$ cat config.mk
export PLATFORM = sky130hd
export DESIGN_NAME = pio_mux_port
export DESIGN_NICKNAME = d
export VERILOG_FILES = /design/src/rtl/pio_pkg.sv /design/src/rtl/pio_sync.sv /design/src/rtl/pio_regs.sv /design/src/rtl/pio_pin_cell.sv /design/src/rtl/pio_irq.sv /design/src/rtl/pio_mux_port.sv
export SDC_FILE = /design/constraint.sdc
export NUM_CORES = 1
export LEC_CHECK = 0
export BUFFER_PORTS_ARGS = -buffer_cell sky130_fd_sc_hd__buf_2
export CAP_MARGIN = 10
export CORE_MARGIN = 3
export CORE_UTILIZATION = 35
export CTS_CLUSTER_DIAMETER = 60
export DETAILED_ROUTE_END_ITERATION = 7
export GPL_TIMING_DRIVEN = 0
export MAX_ROUTING_LAYER = met4
export PLACE_DENSITY = 0.56
export SLEW_MARGIN = 25
export SYNTH_ARGS = -nofsm -noshare
export SYNTH_HDL_FRONTEND = slang
export SYNTH_HIERARCHICAL = 1
export SYNTH_SLANG_ARGS = --single-unit
$ cat constraint.sdc
create_clock -name clk -period 1.4 [get_ports clk]
set_clock_uncertainty 0.1 [all_clocks]
set_input_delay 0.07 -clock clk [delete_from_list [all_inputs] [get_ports clk]]
set_output_delay 0.07 -clock clk [all_outputs]
set_load 0.02 [all_outputs]
$ cat src/rtl/pio_pkg.sv
package pio_pkg;

   // register word indices (byte offset = 2 * index)
   typedef enum logic [2:0] {
      RI_ASG   = 3'd0,
      RI_DIR   = 3'd1,
      RI_SOPT  = 3'd2,
      RI_DATA  = 3'd3,
      RI_IMODE = 3'd4,
      RI_EVT   = 3'd5,
      RI_MASK  = 3'd6
   } reg_idx_e;

   // fallback kinds for peripheral inputs
   localparam logic [1:0] DK_ZERO = 2'd0;
   localparam logic [1:0] DK_ONE  = 2'd1;
   localparam logic [1:0] DK_AUX  = 2'd2;

endpackage

$ cat src/rtl/pio_sync.sv
module pio_sync #(
   parameter int W      = 12,
   parameter int STAGES = 2
) (
   input  logic         clk,
   input  logic         rst_n,
   input  logic [W-1:0] d,
   output logic [W-1:0] q,
   output logic         settled
);
   localparam int VLD_W = STAGES + 1;

   if (STAGES < 2) begin : g_bad_stages
      $error("pio_sync needs at least two stages");
   end

   logic [W-1:0]     pipe [STAGES];
   logic [VLD_W-1:0] vld;

   for (genvar s = 0; s < STAGES; s++) begin : g_stage
      if (s == 0) begin : g_first
         always_ff @(posedge clk or negedge rst_n) begin
            if (!rst_n) pipe[0] <= '0;
            else        pipe[0] <= d;
         end
      end else begin : g_next
         always_ff @(posedge clk or negedge rst_n) begin
            if (!rst_n) pipe[s] <= '0;
            else        pipe[s] <= pipe[s-1];
         end
      end
   end

   always_ff @(posedge clk or negedge rst_n) begin
      if (!rst_n) vld <= '0;
      else        vld <= {vld[VLD_W-2:0], 1'b1};
   end

   assign q       = pipe[STAGES-1];
   assign settled = vld[VLD_W-1];


   sync_latency_chk: assert property (@(posedge clk) disable iff (!rst_n)
      settled |=> (q == $past(pipe[STAGES-2])));

endmodule

$ cat src/rtl/pio_regs.sv
module pio_regs
   import pio_pkg::*;
#(
   parameter int NPINS  = 12,
   parameter int DATA_W = 16,
   parameter int ADDR_W = 3
) (
   input  logic              clk,
   input  logic              rst_n,
   input  logic              bus_wr,
   input  logic [ADDR_W-1:0] bus_addr,
   input  logic [DATA_W-1:0] bus_wdata,
   output logic [DATA_W-1:0] bus_rdata,
   input  logic [NPINS-1:0]  pin_lvl,
   input  logic [NPINS-1:0]  flags,
   output logic [NPINS-1:0]  asg_q,
   output logic [NPINS-1:0]  dir_q,
   output logic [NPINS-1:0]  sopt_q,
   output logic [NPINS-1:0]  latch_q,
   output logic [NPINS-1:0]  imode_q,
   output logic [NPINS-1:0]  mask_q,
   output logic [NPINS-1:0]  evt_w1c
);
   localparam int PAD_W = DATA_W - NPINS;

   if (NPINS > DATA_W) begin : g_bad_width
      $error("pio_regs: more pins than data bits");
   end
   if (ADDR_W < 3) begin : g_bad_addr
      $error("pio_regs: address must hold seven indices");
   end

   logic [NPINS-1:0] wd;
   logic             hit_asg, hit_dir, hit_sopt, hit_data, hit_imode, hit_evt, hit_mask;
   logic             unused_wdata;

   assign wd           = bus_wdata[NPINS-1:0];
   assign unused_wdata = ^bus_wdata;

   assign hit_asg   = bus_wr && (bus_addr == ADDR_W'(RI_ASG));
   assign hit_dir   = bus_wr && (bus_addr == ADDR_W'(RI_DIR));
   assign hit_sopt  = bus_wr && (bus_addr == ADDR_W'(RI_SOPT));
   assign hit_data  = bus_wr && (bus_addr == ADDR_W'(RI_DATA));
   assign hit_imode = bus_wr && (bus_addr == ADDR_W'(RI_IMODE));
   assign hit_evt   = bus_wr && (bus_addr == ADDR_W'(RI_EVT));
   assign hit_mask  = bus_wr && (bus_addr == ADDR_W'(RI_MASK));

   always_ff @(posedge clk or negedge rst_n) begin
      if (!rst_n) begin
         asg_q   <= '0;
         dir_q   <= '0;
         sopt_q  <= '0;
         latch_q <= '0;
         imode_q <= '0;
         mask_q  <= '0;
      end else begin
         if (hit_asg)   asg_q   <= wd;
         if (hit_dir)   dir_q   <= wd;
         if (hit_sopt)  sopt_q  <= wd;
         if (hit_data)  latch_q <= wd;
         if (hit_imode) imode_q <= wd;
         if (hit_mask)  mask_q  <= wd;
      end
   end

   assign evt_w1c = hit_evt ? wd : '0;

   logic [NPINS-1:0] rd_sel;
   always_comb begin
      case (bus_addr)
         ADDR_W'(RI_ASG):   rd_sel = asg_q;
         ADDR_W'(RI_DIR):   rd_sel = dir_q;
         ADDR_W'(RI_SOPT):  rd_sel = sopt_q;
         ADDR_W'(RI_DATA):  rd_sel = pin_lvl;
         ADDR_W'(RI_IMODE): rd_sel = imode_q;
         ADDR_W'(RI_EVT):   rd_sel = flags;
         ADDR_W'(RI_MASK):  rd_sel = mask_q;
         default:           rd_sel = '0;
      endcase
   end

   if (PAD_W > 0) begin : g_pad
      assign bus_rdata = {{PAD_W{1'b0}}, rd_sel};
   end else begin : g_nopad
      assign bus_rdata = rd_sel;
   end


   asg_hold_chk: assert property (@(posedge clk) disable iff (!rst_n)
      !hit_asg |=> $stable(asg_q));


   latch_write_chk: assert property (@(posedge clk) disable iff (!rst_n)
      hit_data |=> (latch_q == $past(wd)));

endmodule

$ cat src/rtl/pio_pin_cell.sv
module pio_pin_cell
   import pio_pkg::*;
#(
   parameter logic [1:0] DFLT_KIND = DK_ZERO,
   parameter int         AUX_W     = 16,
   parameter int         AUX_IDX   = 0
) (
   input  logic             asg,
   input  logic             dir,
   input  logic             sopt,
   input  logic             latch,
   input  logic             lvl,
   input  logic             periph_o,
   input  logic [AUX_W-1:0] aux_in,
   output logic             pad_o,
   output logic             pad_oe,
   output logic             periph_i
);
   if (AUX_IDX < 0 || AUX_IDX >= AUX_W) begin : g_bad_idx
      $error("pio_pin_cell: auxiliary index out of range");
   end
   if (DFLT_KIND == 2'd3) begin : g_bad_kind
      $error("pio_pin_cell: unknown fallback kind");
   end

   logic dflt;
   logic unused_aux;

   if (DFLT_KIND == DK_ONE) begin : g_one
      assign dflt       = 1'b1;
      assign unused_aux = ^aux_in;
   end else if (DFLT_KIND == DK_AUX) begin : g_aux
      assign dflt       = aux_in[AUX_IDX];
      assign unused_aux = ^aux_in;
   end else begin : g_zero
      assign dflt       = 1'b0;
      assign unused_aux = ^aux_in;
   end

   logic ded_sel;   // dedicated role: assignment or option picks the peripheral
   logic routed;

   assign ded_sel  = asg | sopt;
   assign pad_oe   = dir;
   assign pad_o    = ded_sel ? periph_o : latch;
   assign routed   = ~dir & ded_sel;
   assign periph_i = routed ? lvl : dflt;

endmodule

$ cat src/rtl/pio_irq.sv
module pio_irq #(
   parameter int NPINS = 12
) (
   input  logic             clk,
   input  logic             rst_n,
   input  logic [NPINS-1:0] lvl,
   input  logic             settled,
   input  logic [NPINS-1:0] gp_in,
   input  logic [NPINS-1:0] imode,
   input  logic [NPINS-1:0] w1c,
   input  logic [NPINS-1:0] mask,
   output logic [NPINS-1:0] flags,
   output logic             irq
);
   logic [NPINS-1:0] prev;
   logic [NPINS-1:0] ev;

   always_ff @(posedge clk or negedge rst_n) begin
      if (!rst_n) prev <= '0;
      else        prev <= lvl;
   end

   for (genvar i = 0; i < NPINS; i++) begin : g_det
      logic fall_e, rise_e;
      assign fall_e = prev[i] & ~lvl[i];
      assign rise_e = ~prev[i] & lvl[i];
      assign ev[i]  = settled & gp_in[i] & (fall_e | (rise_e & ~imode[i]));
   end

   always_ff @(posedge clk or negedge rst_n) begin
      if (!rst_n) flags <= '0;
      else        flags <= (flags & ~w1c) | ev;
   end

   assign irq = |(flags & mask);


   no_flag_nongp_chk: assert property (@(posedge clk) disable iff (!rst_n)
      1'b1 |=> ((flags & ~$past(flags) & ~$past(gp_in)) == '0));


   clear_only_w1c_chk: assert property (@(posedge clk) disable iff (!rst_n)
      1'b1 |=> ((~flags & $past(flags) & ~$past(w1c)) == '0));


   fall_only_chk: assert property (@(posedge clk) disable iff (!rst_n)
      1'b1 |=> ((flags & ~$past(flags) & $past(imode) & $past(lvl)) == '0));


   irq_needs_mask_chk: assert property (@(posedge clk) disable iff (!rst_n)
      irq |-> (mask != '0));

endmodule

$ cat src/rtl/pio_mux_port.sv
module pio_mux_port
   import pio_pkg::*;
#(
   parameter int                  NPINS       = 12,
   parameter int                  DATA_W      = 16,
   parameter int                  ADDR_W      = 3,
   parameter int                  SYNC_STAGES = 2,
   parameter int                  AUX_W       = 16,
   parameter logic [2*NPINS-1:0]  DFLT_KIND   = 24'h500AA0,
   parameter logic [8*NPINS-1:0]  DFLT_AIDX   = 96'h0000_0000_0000_0E0F_0C0D_0000
) (
   input  logic              clk,
   input  logic              rst_n,
   input  logic              bus_wr,
   input  logic [ADDR_W-1:0] bus_addr,
   input  logic [DATA_W-1:0] bus_wdata,
   output logic [DATA_W-1:0] bus_rdata,
   input  logic [NPINS-1:0]  pad_in,
   output logic [NPINS-1:0]  pad_out,
   output logic [NPINS-1:0]  pad_oe,
   input  logic [NPINS-1:0]  periph_out,
   output logic [NPINS-1:0]  periph_in,
   input  logic [AUX_W-1:0]  aux_in,
   output logic              irq
);
   logic [NPINS-1:0] asg_q, dir_q, sopt_q, latch_q, imode_q, mask_q;
   logic [NPINS-1:0] evt_w1c, flags, lvl, gp_in;
   logic             settled;

   pio_sync #(.W(NPINS), .STAGES(SYNC_STAGES)) sync_i (
      .clk     (clk),
      .rst_n   (rst_n),
      .d       (pad_in),
      .q       (lvl),
      .settled (settled)
   );

   pio_regs #(.NPINS(NPINS), .DATA_W(DATA_W), .ADDR_W(ADDR_W)) regs_i (
      .clk       (clk),
      .rst_n     (rst_n),
      .bus_wr    (bus_wr),
      .bus_addr  (bus_addr),
      .bus_wdata (bus_wdata),
      .bus_rdata (bus_rdata),
      .pin_lvl   (lvl),
      .flags     (flags),
      .asg_q     (asg_q),
      .dir_q     (dir_q),
      .sopt_q    (sopt_q),
      .latch_q   (latch_q),
      .imode_q   (imode_q),
      .mask_q    (mask_q),
      .evt_w1c   (evt_w1c)
   );

   for (genvar i = 0; i < NPINS; i++) begin : g_pin
      localparam logic [1:0] KIND = DFLT_KIND[2*i +: 2];
      localparam int         AIDX = int'(DFLT_AIDX[8*i +: 8]);
      pio_pin_cell #(.DFLT_KIND(KIND), .AUX_W(AUX_W), .AUX_IDX(AIDX)) cell_i (
         .asg      (asg_q[i]),
         .dir      (dir_q[i]),
         .sopt     (sopt_q[i]),
         .latch    (latch_q[i]),
         .lvl      (lvl[i]),
         .periph_o (periph_out[i]),
         .aux_in   (aux_in),
         .pad_o    (pad_out[i]),
         .pad_oe   (pad_oe[i]),
         .periph_i (periph_in[i])
      );
   end

   assign gp_in = ~asg_q & ~dir_q;

   pio_irq #(.NPINS(NPINS)) irq_i (
      .clk     (clk),
      .rst_n   (rst_n),
      .lvl     (lvl),
      .settled (settled),
      .gp_in   (gp_in),
      .imode   (imode_q),
      .w1c     (evt_w1c),
      .mask    (mask_q),
      .flags   (flags),
      .irq     (irq)
   );


   reset_idle_chk: assert property (@(posedge clk) disable iff (!rst_n)
      $rose(rst_n) |-> (pad_oe == '0 && !irq));


   input_undriven_chk: assert property (@(posedge clk) disable iff (!rst_n)
      (pad_oe & ~dir_q) == '0);


   routed_follows_pin_chk: assert property (@(posedge clk) disable iff (!rst_n)
      ((periph_in ^ lvl) & ~dir_q & (asg_q | sopt_q)) == '0);

endmodule

# Yosys cells after proc, flatten, opt, wreduce, memory -nomap -nowiden
# Index checks and enable logic that the tools add are counted.
word_totals:
  regBits: 123
  input_bits: 62
  out_inout_bits: 53
  word_cells: 203
classes:
  n_eq_ne: 6
  n_mux: 26
  bitwise: 151
  reduce_logical: 9
ops:
  columns: ["op", "n"]
  rows:
  - ["case mux 12 bit (7 select lines)", 1]
  - ["AND 1 bit", 72]
  - ["inverter 1 bit", 48]
  - ["AND 12 bit", 3]
  - ["inverter 12 bit", 3]
  - ["2-to-1 mux 1 bit", 24]
  - ["bitwise OR 1 bit", 24]
  - ["2-to-1 mux 12 bit", 1]
  - ["bitwise OR 12 bit", 1]
  - ["OR reduction 12 bit", 1]
  - ["== test 3 bit (second input constant)", 3]
  - ["logical AND 1 bit", 7]
  - ["== test 3 x 2 -> 1 bit (second input constant)", 2]
  - ["== test 3 x 1 -> 1 bit (second input constant)", 1]
  - ["zero test 3 bit", 1]

# Longest topological paths before layout
# Gate-level depths: netlist (run 1).
logic_depth:
  ltp_word: 6
  depth_mapped: 6
  mapped_depth_nobuf: 4

# Hierarchy
# Netlist (run 1), hierarchy kept.
modules_own_cells:
  columns: ["module", "n_inst", "cells_each", "area_per_inst_um2", "seq_area_each_um2"]
  rows:
  - ["pio_regs", 1, 282, 3686.0, 1801.7]
  - ["pio_irq", 1, 103, 1039.7, 600.6]
  - ["pio_sync", 1, 40, 769.5, 675.6]
  - ["pio_pin_cell at g_pin[0].cell_i ...", 6, 4, 36.3, 0.0]
  - ["pio_pin_cell at g_pin[2].cell_i ...", 4, 5, 41.3, 0.0]
  - ["pio_pin_cell at g_pin[10].cell_i ...", 2, 4, 28.8, 0.0]
  - ["pio_mux_port", 1, 12, 45.0, 0.0]

# Worst setup path before layout (run 1)
# No wires, ideal clock.
synth_path:
  kind: "input to output"
  from: "input bus_addr[1]"
  to: "output bus_rdata[4]"
  t_arrival_ns: 1.240
  required_time_ns: 1.230
  path_slack_ns: -0.010
  stages: 5
  n_path_buf: 3
  path_cell_list: "buf_2 -> buf_4 -> buf_2 -> o21a_1 -> o21ai_0"
synth_between:
  elab_chain_len: 2
  word_cells_on_any_way: 8
  cone_classes: "6 x eq/ne; 1 x mux; 1 x reduce/logical"
synth_lines:
  columns: ["element", "line", "rtl"]
  rows:
  - ["start, declared", "pio_mux_port.sv:15", "input logic [ADDR_W-1:0] bus_addr,"]
  - ["== test 3 bit, or another cell as far along", "pio_regs.sv:70", "case (bus_addr)"]
  - ["case mux 12 bit (7 select lines) (*)", "pio_regs.sv:70", null]
  - ["end, declared", "pio_mux_port.sv:17", "output logic [DATA_W-1:0] bus_rdata,"]
# Mark *: on every way between the ends. The rest lies on a longest branch, timed or not.

# Worst setup path in the final report (run 1)
layout_path:
  from: "register regs_i.mask_q[2]"
  to: "output irq"
layout_between:
  elab_chain_len: 2
layout_lines:
  columns: ["element", "line", "rtl"]
  rows:
  - ["start, declared", "pio_regs.sv:21", "output logic [NPINS-1:0] mask_q,"]
  - ["start signal, assigned", "pio_regs.sv:62", "if (hit_mask) mask_q <= wd;"]
  - ["AND 12 bit", "pio_irq.sv:35", "assign irq = |(flags & mask);"]
  - ["OR reduction 12 bit", "pio_irq.sv:35", null]
  - ["end, declared", "pio_mux_port.sv:24", "output logic irq"]
# Every way passes these cells.

==> results of run 1 <==
-- cell usage after synthesis (all sizes together) --
| master | count |
|---|---|
| a221oi | 3 |
| nor2 | 28 |
| o21bai | 4 |
| o22ai | 12 |
| dfrtp | 123 |
| mux2 | 97 |
| nand2 | 20 |
| o221ai | 8 |
| nor3b | 18 |
| nor3 | 2 |
| nand4b | 9 |
| a22o | 3 |
| o211a | 4 |
| or3 | 2 |
| inv | 23 |
| and2 | 12 |
| nor2b | 1 |
| nand3b | 5 |
| conb | 2 |
| or2 | 1 |
| nand3 | 8 |
| o21ai | 4 |
| clkbuf | 5 |
| mux2i | 24 |
| a21oi | 12 |
| buf | 45 |
| nand2b | 3 |
| o21a | 11 |
-- sequential cells by signal, indices dropped and copies added (netlist names) --
register and flops:
sync_i/vld 3, irq_i/prev 12, sync_i/pipe 12, regs_i/dir_q 12, irq_i/flags 12, regs_i/latch_q 12
regs_i/sopt_q 12, regs_i/imode_q 12, regs_i/asg_q 12, regs_i/mask_q 12, sync_i/q 12
-- layout by cell type (no fill, tap or decap), types with 3 or more instances in the layout --
| master | count |
|---|---|
| mux2_4 | 29 |
| nor3b_1 | 11 |
| a22o_1 | 3 |
| nor3b_2 | 7 |
| and2_1 | 12 |
| dfrtp_2 | 6 |
| o21ai_2 | 3 |
| nor2_1 | 15 |
| buf_4 | 58 |
| dlygate4sd3_1 | 25 |
| bufinv_16 | 6 |
| buf_2 | 54 |
| clkbuf_1 | 4 |
| nand4b_1 | 9 |
| o221ai_2 | 7 |
| o21bai_1 | 4 |
| dfrtp_1 | 117 |
| mux2_2 | 66 |
| o211a_1 | 4 |
| nor2_2 | 8 |
| a21oi_1 | 11 |
| conb_1 | 5 |
| nand3_1 | 8 |
| nor2_4 | 5 |
| o21a_1 | 11 |
| nand3b_1 | 5 |
| clkbuf_16 | 17 |
| o22ai_1 | 12 |
| nand2_2 | 4 |
| buf_6 | 52 |
| a221oi_2 | 3 |
| clkbuf_2 | 4 |
| nand2_1 | 16 |
| inv_1 | 23 |
| mux2i_1 | 24 |
-- through the flow --
step | instance area, um2 | hold WS [ns]
final | 8480 | 0.0543
after global routing | 8480 | 0.0606
after CTS | 8300 | 0.0326
after detailed placement | 6770 | -0.0919
after global placement | 6730 | 0.0778
after floorplan | 5990 | -0.326
-- cell families after synthesis --
group	after synthesis	share of synthesized area
flip-flops	123	0.515
multiplexers	121	0.233
AND/OR/NAND/NOR	109	0.107
buffers and inverters	73	0.0695
AO/OA/AOI/OAI	61	0.0751
other	2	0.00126
-- where the power goes --
group	switching (W)	internal, W
clock network	0.00159	0.00343
registers	0.000563	0.00417
logic	0.00152	0.00205
-- critical path: cells and delay by family (launching register included) --
family	cells	cell delay, ns
compound gates	2	0.47
buf+inv	1	0.16
flops	1	0.40
simple gates	1	0.17
-- cell type report --
cell class              instances  area, um2  share of cell area
clock inverters                11        215              0.0254
multi-input cells             296       2730               0.322
clock buffers                  21        460              0.0543
well taps                     220        275              0.0325
flip-flops and latches        123       3090               0.364
inverters                      23       86.3              0.0102
plain buffers                  34        233              0.0275
repair buffers                165       1390               0.164
-- layer usage --
metal / part of all wire / GRT usage / vias to the layer above
met5: 0 / - / -
li1: - / - / 2039
met1: 0.45 / 0.251 / 2197
met3: 0.050 / 0.0452 / 16
met2: 0.49 / 0.297 / 128
met4: 0.014 / 0.0543 / 0
-- worst paths after layout --
kind / start / endpoint / slack [ns] / cells after the start
worst max-delay path: regs_i/mask_q[2]$_DFFE_PN0P_ / irq / -0.39 / 4
worst max register to register: sync_i/vld[2]$_DFF_PN0_ / irq_i/flags[8]$_DFF_PN0_ / 0.18 / 3
max in group asynchronous: rst_n / regs_i/dir_q[4]$_DFFE_PN0P_ / 0.43 / 3
worst min-delay path: bus_wr / regs_i/mask_q[11]$_DFFE_PN0P_ / 0.05 / 3
worst min register to register: sync_i/vld[1]$_DFF_PN0_ / sync_i/vld[2]$_DFF_PN0_ / 0.24 / 0
min in group asynchronous: rst_n / sync_i/pipe[15]$_DFF_PN0_ / 0.06 / 2
-- repair_timing --
item                                   CTS  global route
cloned                                   0             0
buffers inserted                        35            15
setup endpoints to repair               37            51
resized for setup                      122            42
endpoints found under the hold margin  219             0
hold buffers                            25             0
pin swaps                               27            23
==> results.json, run 1 <==
{
  "finalWirelength_um": 16500,
  "vdd_drop_max_uv": 998,
  "numClockSinks": 123,
  "final_period_minus_worst_setup_slack_ns": 1.79,
  "insertion_delay_ns": 0.41,
  "finalWorstSetupSlack_ns": -0.391,
  "worst_setup_hold_path_clk_slew_ns": 0.06,
  "root_buffer": "clkbuf_16",
  "max_cap_violations": 0,
  "die-height_um": 137,
  "grt_max_degree": 75,
  "grt-ovfl-total": 0,
  "crit_required_ns": 1.23,
  "yosysUniqueCellTypes": 35,
  "stdcell_count": 893,
  "detail-route-antenna-nets": 0,
  "areaGrowthSynthToFinish_pct": 41.7,
  "grtUsageTotal": 0.191,
  "synth_seq_cells": 123,
  "wire_per_inst_um": 18.5,
  "netlist_area_pre_place_um2": 5980,
  "final-max-slew-violation-count": 0,
  "worst_hold_path_type": "in2reg",
  "num-fill-cells": 1486,
  "run_status": "complete, but fails checks",
  "setup-tns-final_ns": -6.67,
  "dr_iter_0_viols": 333,
  "grt_pass1_wl_um": 26100,
  "synth.top_cell.area_share": 0.515,
  "num_antenna_cells": 0,
  "max-clock-path-buffers": 2,
  "total_power_w": 0.0133,
  "worst_path_largest_cell_delay_ns": 0.40,
  "synthTopCellsByArea": "dfrtp_1 51%, mux2_2 14%, mux2i_1 4.0%",
  "grt_setup_unrepaired": "true",
  "crit_path_start_kind": "flip-flop",
  "postLayoutCoreUtil": 0.509,
  "critPathMaxFanout": 3,
  "routed_via_density": 4.90,
  "crit_path_cell_trace": "a22o_1 > a221oi_2 > nand3_1 > buf_6",
  "number_of_cell_rows": 47,
  "dr_total_vias": 4380,
  "arrival_time_at_the_worst_endpoint_ns": 1.62,
  "drcViolationCount": 0,
  "io_buffer_count": 92,
  "hold_viol": 0,
  "timing.fmax_ghz": 0.558,
  "nets_finish": 722,
  "violations": "negative setup slack",
  "fp.dieArea_um2": 18700,
  "cts_max_level": 4,
  "io_pins": 115,
  "first_global_vias": 4736,
  "synth_sequential_area_ratio": 0.515,
  "hpwl_detailed_um": 10300,
  "slew_headroom": 0.612,
  "antenna_found_initial": 0,
  "drtPass1Iterations": 5,
  "cts_tree": "yes",
  "die_width_um": 137,
  "drive_above_1_share": 0.519,
  "synth_top_cell_by_area": "dfrtp_1",
  "leakage_power_nw": 3.92,
  "place_ws_ns": -0.597,
  "worstMarginPinSlew_ns": 0.582,
  "fp.coreArea_um2": 16600,
  "timing.critical_path.slowest_stage_cell": "dfrtp_1",
  "cts_buffers": 17,
  "initial_utilization": 0.359,
  "power-per-cell-area_nw_per_um2": 1570,
  "layout_worst_path_cycle_share": 1.28,
  "yosys_warn_count": 6,
  "dpl.cell_count": 805,
  "synth_area_per_cell_um2": 12.2,
  "setup.worst_path.end_class": "output pin",
  "final_gp_congestion": 0.815,
  "critPathKind": "reg2out",
  "setup_viol": 36,
  "post_synth_inst_count": 489
}
Note: power is estimated with default switching activity, not from simulation.
==> run 2: changes to the inputs <==
--- a/config.mk
+++ b/config.mk
@@ -7,6 +7,7 @@
 export LEC_CHECK = 0
 export BUFFER_PORTS_ARGS = -buffer_cell sky130_fd_sc_hd__buf_2
 export CAP_MARGIN = 10
+export CORE_ASPECT_RATIO = 1.1
 export CORE_MARGIN = 3
 export CORE_UTILIZATION = 35
 export CTS_CLUSTER_DIAMETER = 60
==> results.json, run 2 (synthesized netlist as in run 1, its figures left out) <==
{
  "worstRegToRegCells": 3,
  "number_of_cell_rows": 49,
  "num_antenna_cells": 0,
  "layout_worst_path_cycle_share": 1.29,
  "numClockSinks": 123,
  "fp.coreArea_um2": 16600,
  "layout.cells.most_common": "dfrtp_1",
  "power-per-cell-area_nw_per_um2": 1510,
  "arrival_time_at_the_worst_endpoint_ns": 1.63,
  "drcViolationCount": 0,
  "grt-ovfl-total": 0,
  "setup_viol": 37,
  "drtPass1Iterations": 4,
  "finalWirelength_um": 16400,
  "crit_required_ns": 1.23,
  "violations": "negative setup slack",
  "place_ws_ns": -0.507,
  "antenna_found_initial": 0,
  "cts_buffers": 17,
  "run_status": "complete, but fails checks",
  "hold_viol": 0,
  "first_global_vias": 4604,
  "crit_path_start_kind": "flip-flop",
  "cts_max_level": 4,
  "nets_finish": 718,
  "cp_num_buf_inv": 1,
  "fin_hold_ws_ns": 0.00293,
  "internal_power_w": 0.00897,
  "vdd_drop_max_uv": 867,
  "initial_utilization": 0.361,
  "most-common-layout-cells": "120 x dfrtp_1, 64 x mux2_2, 58 x buf_4",
  "root_buffer": "clkbuf_16",
  "final-max-slew-violation-count": 0,
  "die_width_um": 131,
  "die-height_um": 143,
  "io_buffer_count": 92,
  "regToRegStartpoint": "sync_i/vld[2]$_DFF_PN0_",
  "r2r_slack_ns": 0.13,
  "power.switching_fraction": 0.289,
  "cts_tree": "yes",
  "io_pins": 115,
  "p_clk_frac": 0.339,
  "num-fill-cells": 1486,
  "routed_via_density": 5.01,
  "max_cap_violations": 0,
  "worst_setup_hold_path_clk_slew_ns": 0.06,
  "insertion_delay_ns": 0.42,
  "postLayoutCoreUtil": 0.504,
  "setup.worst_path.end_class": "output pin",
  "finalWorstSetupSlack_ns": -0.402,
  "critPathKind": "reg2out",
  "worst_hold_path_type": "in2async",
  "detail-route-antenna-nets": 0,
  "regToRegEndpoint": "irq_i/flags[1]$_DFF_PN0_",
  "worst_path_largest_cell_delay_ns": 0.40,
  "net-switching-power_w": 0.00365,
  "wire_per_inst_um": 18.8,
  "dr_iter_0_viols": 208,
  "grt_pass1_wl_um": 25200,
  "critical-path-top-delay-family": "compound AO/OA/AOI/OAI gates",
  "areaGrowthSynthToFinish_pct": 39.4,
  "hpwl_detailed_um": 10300,
  "max-clock-path-buffers": 2,
  "fp.dieArea_um2": 18700,
  "worstMarginPinSlew_ns": 0.561,
  "grt_max_degree": 89,
  "critPathMaxFanout": 3,
  "final_gp_congestion": 0.823,
  "slew_headroom": 0.626,
  "leakage_power_nw": 3.87,
  "drive_above_1_share": 0.512,
  "crit_path_cell_trace": "a22o_1 > a221oi_2 > nand3_2 > buf_6",
  "share_comb_of_total_power": 0.285,
  "dr_total_vias": 4365,
  "grt_setup_unrepaired": "true",
  "p_seq_frac": 0.375,
  "timing.fmax_ghz": 0.555,
  "grtUsageTotal": 0.185,
  "final_period_minus_worst_setup_slack_ns": 1.80,
  "timing.critical_path.slowest_stage_cell": "dfrtp_1"
}
run 2: changes by cell type in the layout (fill, tap and decap cells not counted), moves of 2 or more:
cell,before,now
buf_6,52,50
bufinv_16,6,2
clkbuf_1,4,6
clkbuf_4,2,0
clkinv_4,2,0
dfrtp_1,117,120
dfrtp_2,6,3
mux2_2,66,64
mux2_4,29,32
nand3_1,8,6
nand3_2,0,2
nor2_2,8,5
nor2_4,5,8
run 2: repair_timing:
item	in CTS	in global routing
pin swaps	33	17
resized for setup	127	40
buffers inserted	32	12
endpoints found under the hold margin	219	0
setup endpoints to repair	37	45
hold buffers	25	0
run 2: cell type report:
cell class              instances  area [um2]  area share
flip-flops and latches        123        3080       0.370
multi-input cells             296        2760       0.330
repair buffers                160        1360       0.163
clock buffers                  24         482      0.0578
well taps                     204         255      0.0306
plain buffers                  35         230      0.0276
clock inverters                 7        90.1      0.0108
inverters                      23        86.3      0.0104
run 2: power groups by stage:
stage | sequential [W] | combinational (W) | clock, W
detailed placement | 0.00476 | 0.00260 | 0
floorplan | 0.00460 | 0.00191 | 0
finish | 0.00474 | 0.00360 | 0.00428
global placement | 0.00474 | 0.00255 | 0
CTS | 0.00471 | 0.00338 | 0.00438
global route | 0.00482 | 0.00388 | 0.00454
run 2: how the worst max path moves through the flow:
stage / from / endpoint / slack [ns] / cells after the start
floorplan: bus_addr[1] / bus_rdata[2] / 0.08 / 5
global placement: rst_n / regs_i/latch_q[2]$_DFFE_PN0P_ / -1.53 / 1
detailed placement: bus_addr[0] / bus_rdata[1] / -0.51 / 6
CTS: irq_i/flags[3]$_DFF_PN0_ / irq / -0.43 / 4
global route: regs_i/mask_q[2]$_DFFE_PN0P_ / irq / -0.50 / 4
finish: regs_i/mask_q[2]$_DFFE_PN0P_ / irq / -0.40 / 4
run 2: stage by stage:
step	instance area [um2]	setup TNS (ns)	instances	total power, W
global placement	6710	-204.48	788	0.00728
global route	8340	-9.37	872	0.0132
floorplan	5990	0	492	0.00651
finish	8340	-7.17	872	0.0126
detailed placement	6750	-17.55	789	0.00736
CTS	8160	-7.39	866	0.0125
run 2: routing by layer:
layer,GRT usage,wire (um),vias to the layer above
li1,-,-,2034
met1,0.236,7410,2220
met2,0.297,8200,95
met3,0.0408,582,16
met4,0.0563,192,0
met5,-,0,-
